<file path="config.mk">
export PLATFORM = sky130hd
export DESIGN_NAME = irq_line_aggregator
export DESIGN_NICKNAME = d
export VERILOG_FILES = /design/src/rtl/irq_agg_pkg.sv /design/src/rtl/irq_pin_tracker.sv /design/src/rtl/irq_line_counter.sv /design/src/rtl/irq_line_aggregator.sv
export SDC_FILE = /design/constraint.sdc
export NUM_CORES = 1
export LEC_CHECK = 0
export BUFFER_PORTS_ARGS = -buffer_cell sky130_fd_sc_hd__buf_2
export CORE_AREA = 8 8 199 106
export CTS_CLUSTER_DIAMETER = 80
export DETAILED_ROUTE_END_ITERATION = 7
export DIE_AREA = 0 0 207 114
export SYNTH_ARGS = -nofsm -noshare
export SYNTH_HDL_FRONTEND = slang
export SYNTH_HIERARCHICAL = 1
export SYNTH_SLANG_ARGS = --single-unit
</file>
<file path="constraint.sdc">
create_clock -name clk -period 5.6 [get_ports clk]
set_clock_uncertainty 0.15 [all_clocks]
set_input_delay 1.12 -clock clk [delete_from_list [all_inputs] [get_ports clk]]
set_output_delay 1.12 -clock clk [all_outputs]
set_load 0.005 [all_outputs]
</file>
<file path="src/rtl/irq_agg_pkg.sv">
package irq_agg_pkg;

    localparam int LINES  = 4;
    localparam int PINS   = 4;
    localparam int LINE_W = $clog2(LINES);

    typedef logic [LINE_W-1:0] line_t;

    // Stored view of one request pin: its last level and the line it was counted on.
    typedef struct packed {
        logic  level;
        line_t line;
    } pin_state_t;

    // Rotate a pin onto a shared line by the slot number.
    function automatic line_t swizzle(input line_t pin, input line_t slot_num);
        line_t sum;
        sum = pin + slot_num;
        return sum;
    endfunction

endpackage

</file>
<file path="src/rtl/irq_pin_tracker.sv">
module irq_pin_tracker
    import irq_agg_pkg::*;
(
    input  logic                         clk,
    input  logic                         rst,
    input  logic [PINS-1:0]              req_i,
    input  line_t                        slot_num_i,
    output logic [PINS-1:0][LINES-1:0]   rise_o,
    output logic [PINS-1:0][LINES-1:0]   fall_o
);

    pin_state_t [PINS-1:0] st_q;

    always_comb begin
        for (int p = 0; p < PINS; p++) begin
            rise_o[p] = '0;
            fall_o[p] = '0;
            if (req_i[p] && !st_q[p].level)
                rise_o[p][swizzle(line_t'(p), slot_num_i)] = 1'b1;
            if (!req_i[p] && st_q[p].level)
                fall_o[p][st_q[p].line] = 1'b1;
        end
    end

    always_ff @(posedge clk) begin
        if (rst) begin
            st_q <= '0;
        end else begin
            for (int p = 0; p < PINS; p++) begin
                if (req_i[p] != st_q[p].level) begin
                    st_q[p].level <= req_i[p];
                    if (req_i[p])
                        st_q[p].line <= swizzle(line_t'(p), slot_num_i);
                end
            end
        end
    end

endmodule

</file>
<file path="src/rtl/irq_line_counter.sv">
module irq_line_counter #(
    parameter int SRC   = 16,
    parameter int CNT_W = $clog2(SRC + 1)
) (
    input  logic             clk,
    input  logic             rst,
    input  logic [SRC-1:0]   inc_i,
    input  logic [SRC-1:0]   dec_i,
    output logic [CNT_W-1:0] cnt_o,
    output logic             active_o
);

    logic [CNT_W-1:0] cnt_q;
    logic [CNT_W-1:0] n_inc;
    logic [CNT_W-1:0] n_dec;

    always_comb begin
        n_inc = '0;
        n_dec = '0;
        for (int i = 0; i < SRC; i++) begin
            n_inc = n_inc + CNT_W'(inc_i[i]);
            n_dec = n_dec + CNT_W'(dec_i[i]);
        end
    end

    always_ff @(posedge clk) begin
        if (rst)
            cnt_q <= '0;
        else
            cnt_q <= cnt_q + n_inc - n_dec;
    end

    assign cnt_o    = cnt_q;
    assign active_o = (cnt_q != '0);

endmodule

</file>
<file path="src/rtl/irq_line_aggregator.sv">
module irq_line_aggregator
    import irq_agg_pkg::*;
#(
    parameter int NUM_SLOTS = 4
) (
    input  logic                          clk,
    input  logic                          rst,
    input  logic [NUM_SLOTS*PINS-1:0]     req_i,
    input  logic [NUM_SLOTS*LINE_W-1:0]   slot_num_i,
    output logic [LINES-1:0]              irq_o
);

    localparam int SRC   = NUM_SLOTS * PINS;
    localparam int CNT_W = $clog2(SRC + 1);

    logic [NUM_SLOTS-1:0][PINS-1:0][LINES-1:0] rise;
    logic [NUM_SLOTS-1:0][PINS-1:0][LINES-1:0] fall;
    logic [LINES-1:0][SRC-1:0]                 inc_by_line;
    logic [LINES-1:0][SRC-1:0]                 dec_by_line;
    logic [LINES-1:0][CNT_W-1:0]               line_cnt;

    for (genvar s = 0; s < NUM_SLOTS; s++) begin : g_slot
        irq_pin_tracker u_trk (
            .clk        (clk),
            .rst        (rst),
            .req_i      (req_i[s*PINS +: PINS]),
            .slot_num_i (slot_num_i[s*LINE_W +: LINE_W]),
            .rise_o     (rise[s]),
            .fall_o     (fall[s])
        );
        for (genvar p = 0; p < PINS; p++) begin : g_pin
            for (genvar k = 0; k < LINES; k++) begin : g_route
                assign inc_by_line[k][s*PINS+p] = rise[s][p][k];
                assign dec_by_line[k][s*PINS+p] = fall[s][p][k];
            end
        end
    end

    for (genvar k = 0; k < LINES; k++) begin : g_line
        irq_line_counter #(.SRC(SRC), .CNT_W(CNT_W)) u_cnt (
            .clk      (clk),
            .rst      (rst),
            .inc_i    (inc_by_line[k]),
            .dec_i    (dec_by_line[k]),
            .cnt_o    (line_cnt[k]),
            .active_o (irq_o[k])
        );
    end

endmodule

</file>
======== After elaboration in Yosys (flattened, before gate mapping) ========
Cells that the tools add are included.
operators by class
  add/subtract/negate cells ............... 140
  $lt $le $gt $ge ......................... 64
  reductions and logical operators ........ 116
  eq/ne operators ......................... 16
  mux-type cells .......................... 96
operators with widths
  kind                                                               number
  adder 5 x 1 -> 5 bit                                               112
  two-way mux 4 bit                                                  32
  less-than comparator 2 x 3 -> 1 bit, second input constant         32
  demux 1 bit (select 2 bit)                                         32
  greater-or-equal comparator 2 x 1 -> 1 bit, second input constant  32
  logical AND 1 bit                                                  64
  logical NOT 1 bit                                                  32
  two-way mux 1 bit                                                  32
  AND reduction 2 bit                                                16
  adder 5 bit                                                        4
  nonzero test 5 bit                                                 4
  subtractor 5 bit                                                   4
  adder 1 x 1 -> 2 bit                                               8
  adder 2 bit, first input constant                                  8
  != test 1 bit                                                      16
  adder 1 x 2 -> 2 bit, first input constant                         4
storage, ports and cells
  bits in registers ....................... 68
  bits of input ports ..................... 26

======== Longest topological paths before layout ========
  word-level depth ........................ 23
  mapped depth ............................ 22
  gate-level depth less buffers ........... 22

======== Hierarchy ========
Netlist, hierarchy kept.
by module, submodules not included
  module                                   area an instance (µm²)  seq. area each (µm²)  instances  cells an instance
  irq_pin_tracker                          915.9                   240.2                 4          105
  irq_line_counter at g_line[0].u_cnt ...  1116.1                  100.1                 2          113
  irq_line_counter at g_line[3].u_cnt      1108.6                  100.1                 1          113
  irq_line_counter at g_line[2].u_cnt      1107.3                  100.1                 1          114

======== Worst setup path after synthesis ========
OpenSTA, ideal clock, no wires.
  path kind ............................... input to register
  from .................................... input slot_num_i[0]
  to ...................................... register g_line[3].u_cnt.cnt_q[4]
  stages on the path ...................... 18
  path slack .............................. -0.098 ns
  setup time .............................. 0.115 ns
  data arrival time ....................... 5.433 ns
  cells stage by stage .................... inv_1 > ha_1 > and2_2 > fa_1 > inv_1 > fa_1 > inv_1 > fa_1 > fa_1 > fa_1 > inv_1 > fa_1 > inv_1 > ha_1 > a21o_1 > a21oi_1 > xnor2_1 > nor2_1
RTL lines
  what                  line                      source
  from (decl)           irq_line_aggregator.sv:9  input logic [NUM_SLOTS*LINE_W-1:0] slot_num_i,
  to (signal assigned)  irq_line_counter.sv:30    cnt_q <= cnt_q + n_inc - n_dec;
  to (decl)             irq_line_counter.sv:13    logic [CNT_W-1:0] cnt_q;

==> impl_metrics.xml <==
<?xml version="1.0" encoding="UTF-8"?>
<metrics>
  <group name="floorplan">
    <metric name="ioPinCount" unit="">30</metric>
    <metric name="dieArea" unit="um^2">23600</metric>
    <metric name="core_region_area" unit="um^2">18100</metric>
    <metric name="fp-row-count" unit="">35</metric>
    <metric name="start_util" unit="">0.447</metric>
    <metric name="die_width" unit="um">207</metric>
    <metric name="die_h" unit="um">114</metric>
  </group>
  <group name="global_route">
    <metric name="globalRoute.totalOverflow" unit="">0</metric>
    <metric name="global_route.usage.total" unit="">0.161</metric>
    <metric name="via_count_of_the_first_global_routing_pass" unit="">5825</metric>
    <metric name="grt_antenna_before_repair" unit="">0</metric>
    <metric name="grt_first_pass_wirelength" unit="um">30000</metric>
    <metric name="grt_start_max_net_pins" unit="">69</metric>
  </group>
  <group name="logic_synthesis">
    <metric name="syn-mean-instance-area" unit="um^2">9.29</metric>
    <metric name="dominant_combinational_cell_family_by_area_after_synthesis" unit="">adder cells</metric>
    <metric name="post_synth_xor_area_fraction" unit="">0.0346</metric>
    <metric name="fraction_of_the_mapped_netlist_area_in_adder_cells" unit="">0.449</metric>
    <metric name="synth_compound_area_frac" unit="">0.0160</metric>
    <metric name="synthesis.instances" unit="">873</metric>
    <metric name="synth.yosys.seq_area_share" unit="">0.168</metric>
    <metric name="synth.mux.area_fraction" unit="">0.0395</metric>
    <metric name="yosys_warnings" unit="">6</metric>
    <metric name="post_synthesis_simple_gate_area_fraction" unit="">0.168</metric>
    <metric name="ys_types" unit="">24</metric>
    <metric name="syn_nets" unit="">1123</metric>
    <metric name="share_of_the_synthesized_area_in_the_top_cell_type" unit="">0.276</metric>
    <metric name="ys_top_cells_by_area" unit="">fa_1 (28%), ha_1 (17%), dfxtp_1 (17%)</metric>
    <metric name="synth_seq_cells" unit="">68</metric>
    <metric name="synth.largest_area_cell" unit="">fa_1</metric>
    <metric name="netlist_area" unit="um^2">8110</metric>
  </group>
  <group name="route">
    <metric name="drc_markers" unit="">0</metric>
    <metric name="first_iter_violations" unit="">283</metric>
    <metric name="highest_layer" unit="">met4</metric>
    <metric name="detailroute.wirelength.met2" unit="um">8010</metric>
    <metric name="ant_nets" unit="">0</metric>
    <metric name="routed-via-count" unit="">5468</metric>
    <metric name="drt_pre_antenna_iters" unit="">4</metric>
    <metric name="met3_wirelength" unit="um">792</metric>
    <metric name="route.layer.met1.wl" unit="um">9230</metric>
    <metric name="postRouteWirelength" unit="um">18200</metric>
    <metric name="wire_per_inst" unit="um">15.1</metric>
    <metric name="routed_via_density" unit="">4.53</metric>
  </group>
  <group name="sta">
    <metric name="finalWorstPathRequiredPeriod" unit="ns">5.55</metric>
    <metric name="worst_slack" unit="ns">0.0478</metric>
    <metric name="upper_clock_frequency_limit" unit="MHz">180</metric>
    <metric name="maxSlewViolCount" unit="">0</metric>
    <metric name="finalSetupViolations" unit="">0</metric>
    <metric name="setup_repair_after_global_routing_missed_its_margin" unit="">yes</metric>
    <metric name="fin_crit_sh" unit="">0.991</metric>
    <metric name="finalHoldViolCount" unit="">0</metric>
    <metric name="worst_slew_margin_rel" unit="">0.455</metric>
    <metric name="worst-slew-pin-transition" unit="ns">0.817</metric>
  </group>
  <group name="critical_path">
    <metric name="worstSetupEndpointType" unit="">register</metric>
    <metric name="criticalPathCategory" unit="">in -&gt; reg</metric>
    <metric name="timing.critical_path.from_type" unit="">input port</metric>
    <metric name="timing.critical_path.required" unit="ns">5.64</metric>
    <metric name="critPathMaxFanout" unit="">5</metric>
    <metric name="cp_arrival" unit="ns">5.59</metric>
  </group>
  <group name="cts">
    <metric name="worst_skew_pair.late_latency" unit="ns">0.34</metric>
    <metric name="number_of_clock_buffers_inserted_by_tritoncts" unit="">9</metric>
    <metric name="tritoncts" unit="">built</metric>
    <metric name="htree_num_levels" unit="">3</metric>
    <metric name="clk_pin_slew" unit="ns">0.06</metric>
    <metric name="cts_root_cell" unit="">clkbuf_16</metric>
    <metric name="clock-sinks" unit="">68</metric>
    <metric name="cts-root-to-sink-buffers" unit="">2</metric>
  </group>
  <group name="pwr">
    <metric name="power-per-cell-area" unit="nW/um^2">459</metric>
    <metric name="power.leakage" unit="nW">4.77</metric>
    <metric name="power.share.clock" unit="">0.120</metric>
    <metric name="p_comb_frac" unit="">0.730</metric>
    <metric name="ir_worst_vdd" unit="V">0.000348</metric>
    <metric name="power_report.internal_total" unit="mW">2.61</metric>
    <metric name="seq_power_share" unit="">0.150</metric>
    <metric name="switch_share" unit="">0.416</metric>
    <metric name="p_sw" unit="mW">1.86</metric>
  </group>
  <group name="final_layout">
    <metric name="antenna_diode_instance_count" unit="">0</metric>
    <metric name="design.final.nets" unit="">1214</metric>
    <metric name="drive_gt1_frac" unit="">0.242</metric>
    <metric name="area_delta_synth_final" unit="%">20.2</metric>
    <metric name="post-route-util" unit="">0.538</metric>
  </group>
  <group name="place">
    <metric name="port-buffer-count" unit="">29</metric>
    <metric name="post-dp-hpwl" unit="um">15400</metric>
    <metric name="gp_congestion" unit="">0.881</metric>
    <metric name="dp_slack" unit="ns">-0.467</metric>
  </group>
  <group name="run_status">
    <metric name="run_status" unit="">finished, final reports clean</metric>
  </group>
  <group name="job">
    <metric name="max-cap-violations" unit="">0</metric>
  </group>
  <group name="hold_path">
    <metric name="hp-class" unit="">reg -&gt; reg</metric>
  </group>
</metrics>
==> cell families (layout without fill, tap and decap cells) <==
| kind of cell | count (synthesis) | in the layout |
|---|---|---|
| buffers and inverters | 268 | 361 |
| XOR/XNOR | 24 | 24 |
| adder cells (fa/ha/maj) | 224 | 224 |
| AND/OR/NAND/NOR | 233 | 233 |
| multiplexers | 32 | 32 |
| AO/OA/AOI/OAI | 24 | 24 |
| flip-flops | 68 | 68 |
==> per-stage QoR <==
step / total power, mW / hold WS [ns] / cells / instance area, um^2 / TNS, ns
finish: 4.48 / 0.370 / 1206 / 9750 / 0
global route: 5.08 / 0.390 / 1206 / 9750 / -0.251
CTS: 4.31 / 0.365 / 1205 / 9290 / -0.00831
detailed placement: 3.70 / 0.354 / 1192 / 8970 / -5.02
global placement: 3.62 / 0.346 / 1192 / 8970 / -4.37
floorplan: 2.87 / 0.324 / 873 / 8120 / 0
==> state kept, by name (all words and copies together), names as in the netlist <==
name                cells
g_slot.u_trk/st_q      48
g_line.u_cnt/cnt_o     20
==> power groups by stage <==
| stage | sequential (mW) | combinational (mW) | clock [mW] |
|---|---|---|---|
| 2_1_floorplan | 0.656 | 2.21 | 0 |
| 3_3_place_gp | 0.676 | 2.95 | 0 |
| 3_5_place_dp | 0.678 | 3.02 | 0 |
| 4_1_cts | 0.670 | 3.08 | 0.560 |
| 5_1_grt | 0.686 | 3.82 | 0.574 |
| 6_report | 0.674 | 3.27 | 0.537 |
==> layout make-up <==
class | instances | area, um^2
Multi-Input combinational cell | 537 | 6170
Tap cell | 240 | 300
Sequential cell | 68 | 1360
Clock inverter | 2 | 12.5
Clock buffer | 11 | 253
Timing Repair Buffer | 84 | 649
Fill cell | 1649 | 8380
Inverter | 264 | 1010
==> synthesized netlist by cell type, drive strengths merged <==
| master | instances |
|---|---|
| a21oi | 20 |
| inv | 264 |
| dfxtp | 68 |
| ha | 112 |
| buf | 4 |
| nand2b | 32 |
| nor2b | 8 |
| and3b | 16 |
| and3 | 16 |
| xnor2 | 12 |
| xnor3 | 4 |
| nor3b | 16 |
| xor2 | 8 |
| or4b | 3 |
| nor2 | 61 |
| and2 | 64 |
| nand3 | 1 |
| mux2i | 32 |
| nand2 | 16 |
| a21o | 4 |
| fa | 112 |
==> layer usage <==
layer  vias up  global-route usage
met5         -                   0
met4         0              0.0346
met3        16              0.0279
met2        65               0.257
met1      2665               0.227
li1       2722                   -
==> path summary, 6_finish.rpt <==
path | start | endpoint | slack (ns) | cells past startpoint
max | req_i[7] | g_line[0].u_cnt/cnt_o[2]$_SDFF_PP0_ | 0.05 | 17
min | g_slot[2].u_trk/st_q[10]$_SDFFE_PP0P_ | g_slot[2].u_trk/st_q[10]$_SDFFE_PP0P_ | 0.37 | 2
max reg2reg | g_slot[1].u_trk/st_q[11]$_SDFFE_PP0P_ | g_line[0].u_cnt/cnt_o[2]$_SDFF_PP0_ | 0.55 | 17
min reg2reg | g_slot[2].u_trk/st_q[10]$_SDFFE_PP0P_ | g_slot[2].u_trk/st_q[10]$_SDFFE_PP0P_ | 0.37 | 2
==> layout by cell type, fill, tap and decap left out, types with 12 or more instances in the layout <==
cell and instances:
and3_1 14, nor2_1 54, fa_1 83, ha_2 12, dfxtp_1 68, and3b_1 15
buf_2 19, fa_2 29, ha_4 16, inv_1 231, mux2i_1 32, inv_2 26
ha_1 84, a21oi_1 16, nand2b_1 32, nand2_1 15, and2_1 46, buf_4 55
==> worst max-delay path, stage by stage <==
cell and delay, ns:
buf_2 0.09, ha_2 0.26, and2_1 0.15, inv_1 0.05, fa_1 0.48, fa_2 0.55
inv_1 0.05, fa_1 0.52, fa_2 0.39, fa_1 0.55, inv_2 0.04, fa_1 0.43
inv_1 0.08, ha_2 0.19, inv_2 0.04, fa_2 0.53, nor2_1 0.05
==> repair_timing <==
action | CTS | global route
endpoints found under the setup margin | 8 | 12
pin swaps | 9 | 69
endpoints found under the hold margin | 0 | 0
hold buffers | 0 | 0
buffers inserted | 0 | 1
resized for setup | 19 | 150
Power figures use the tool's default switching activity.
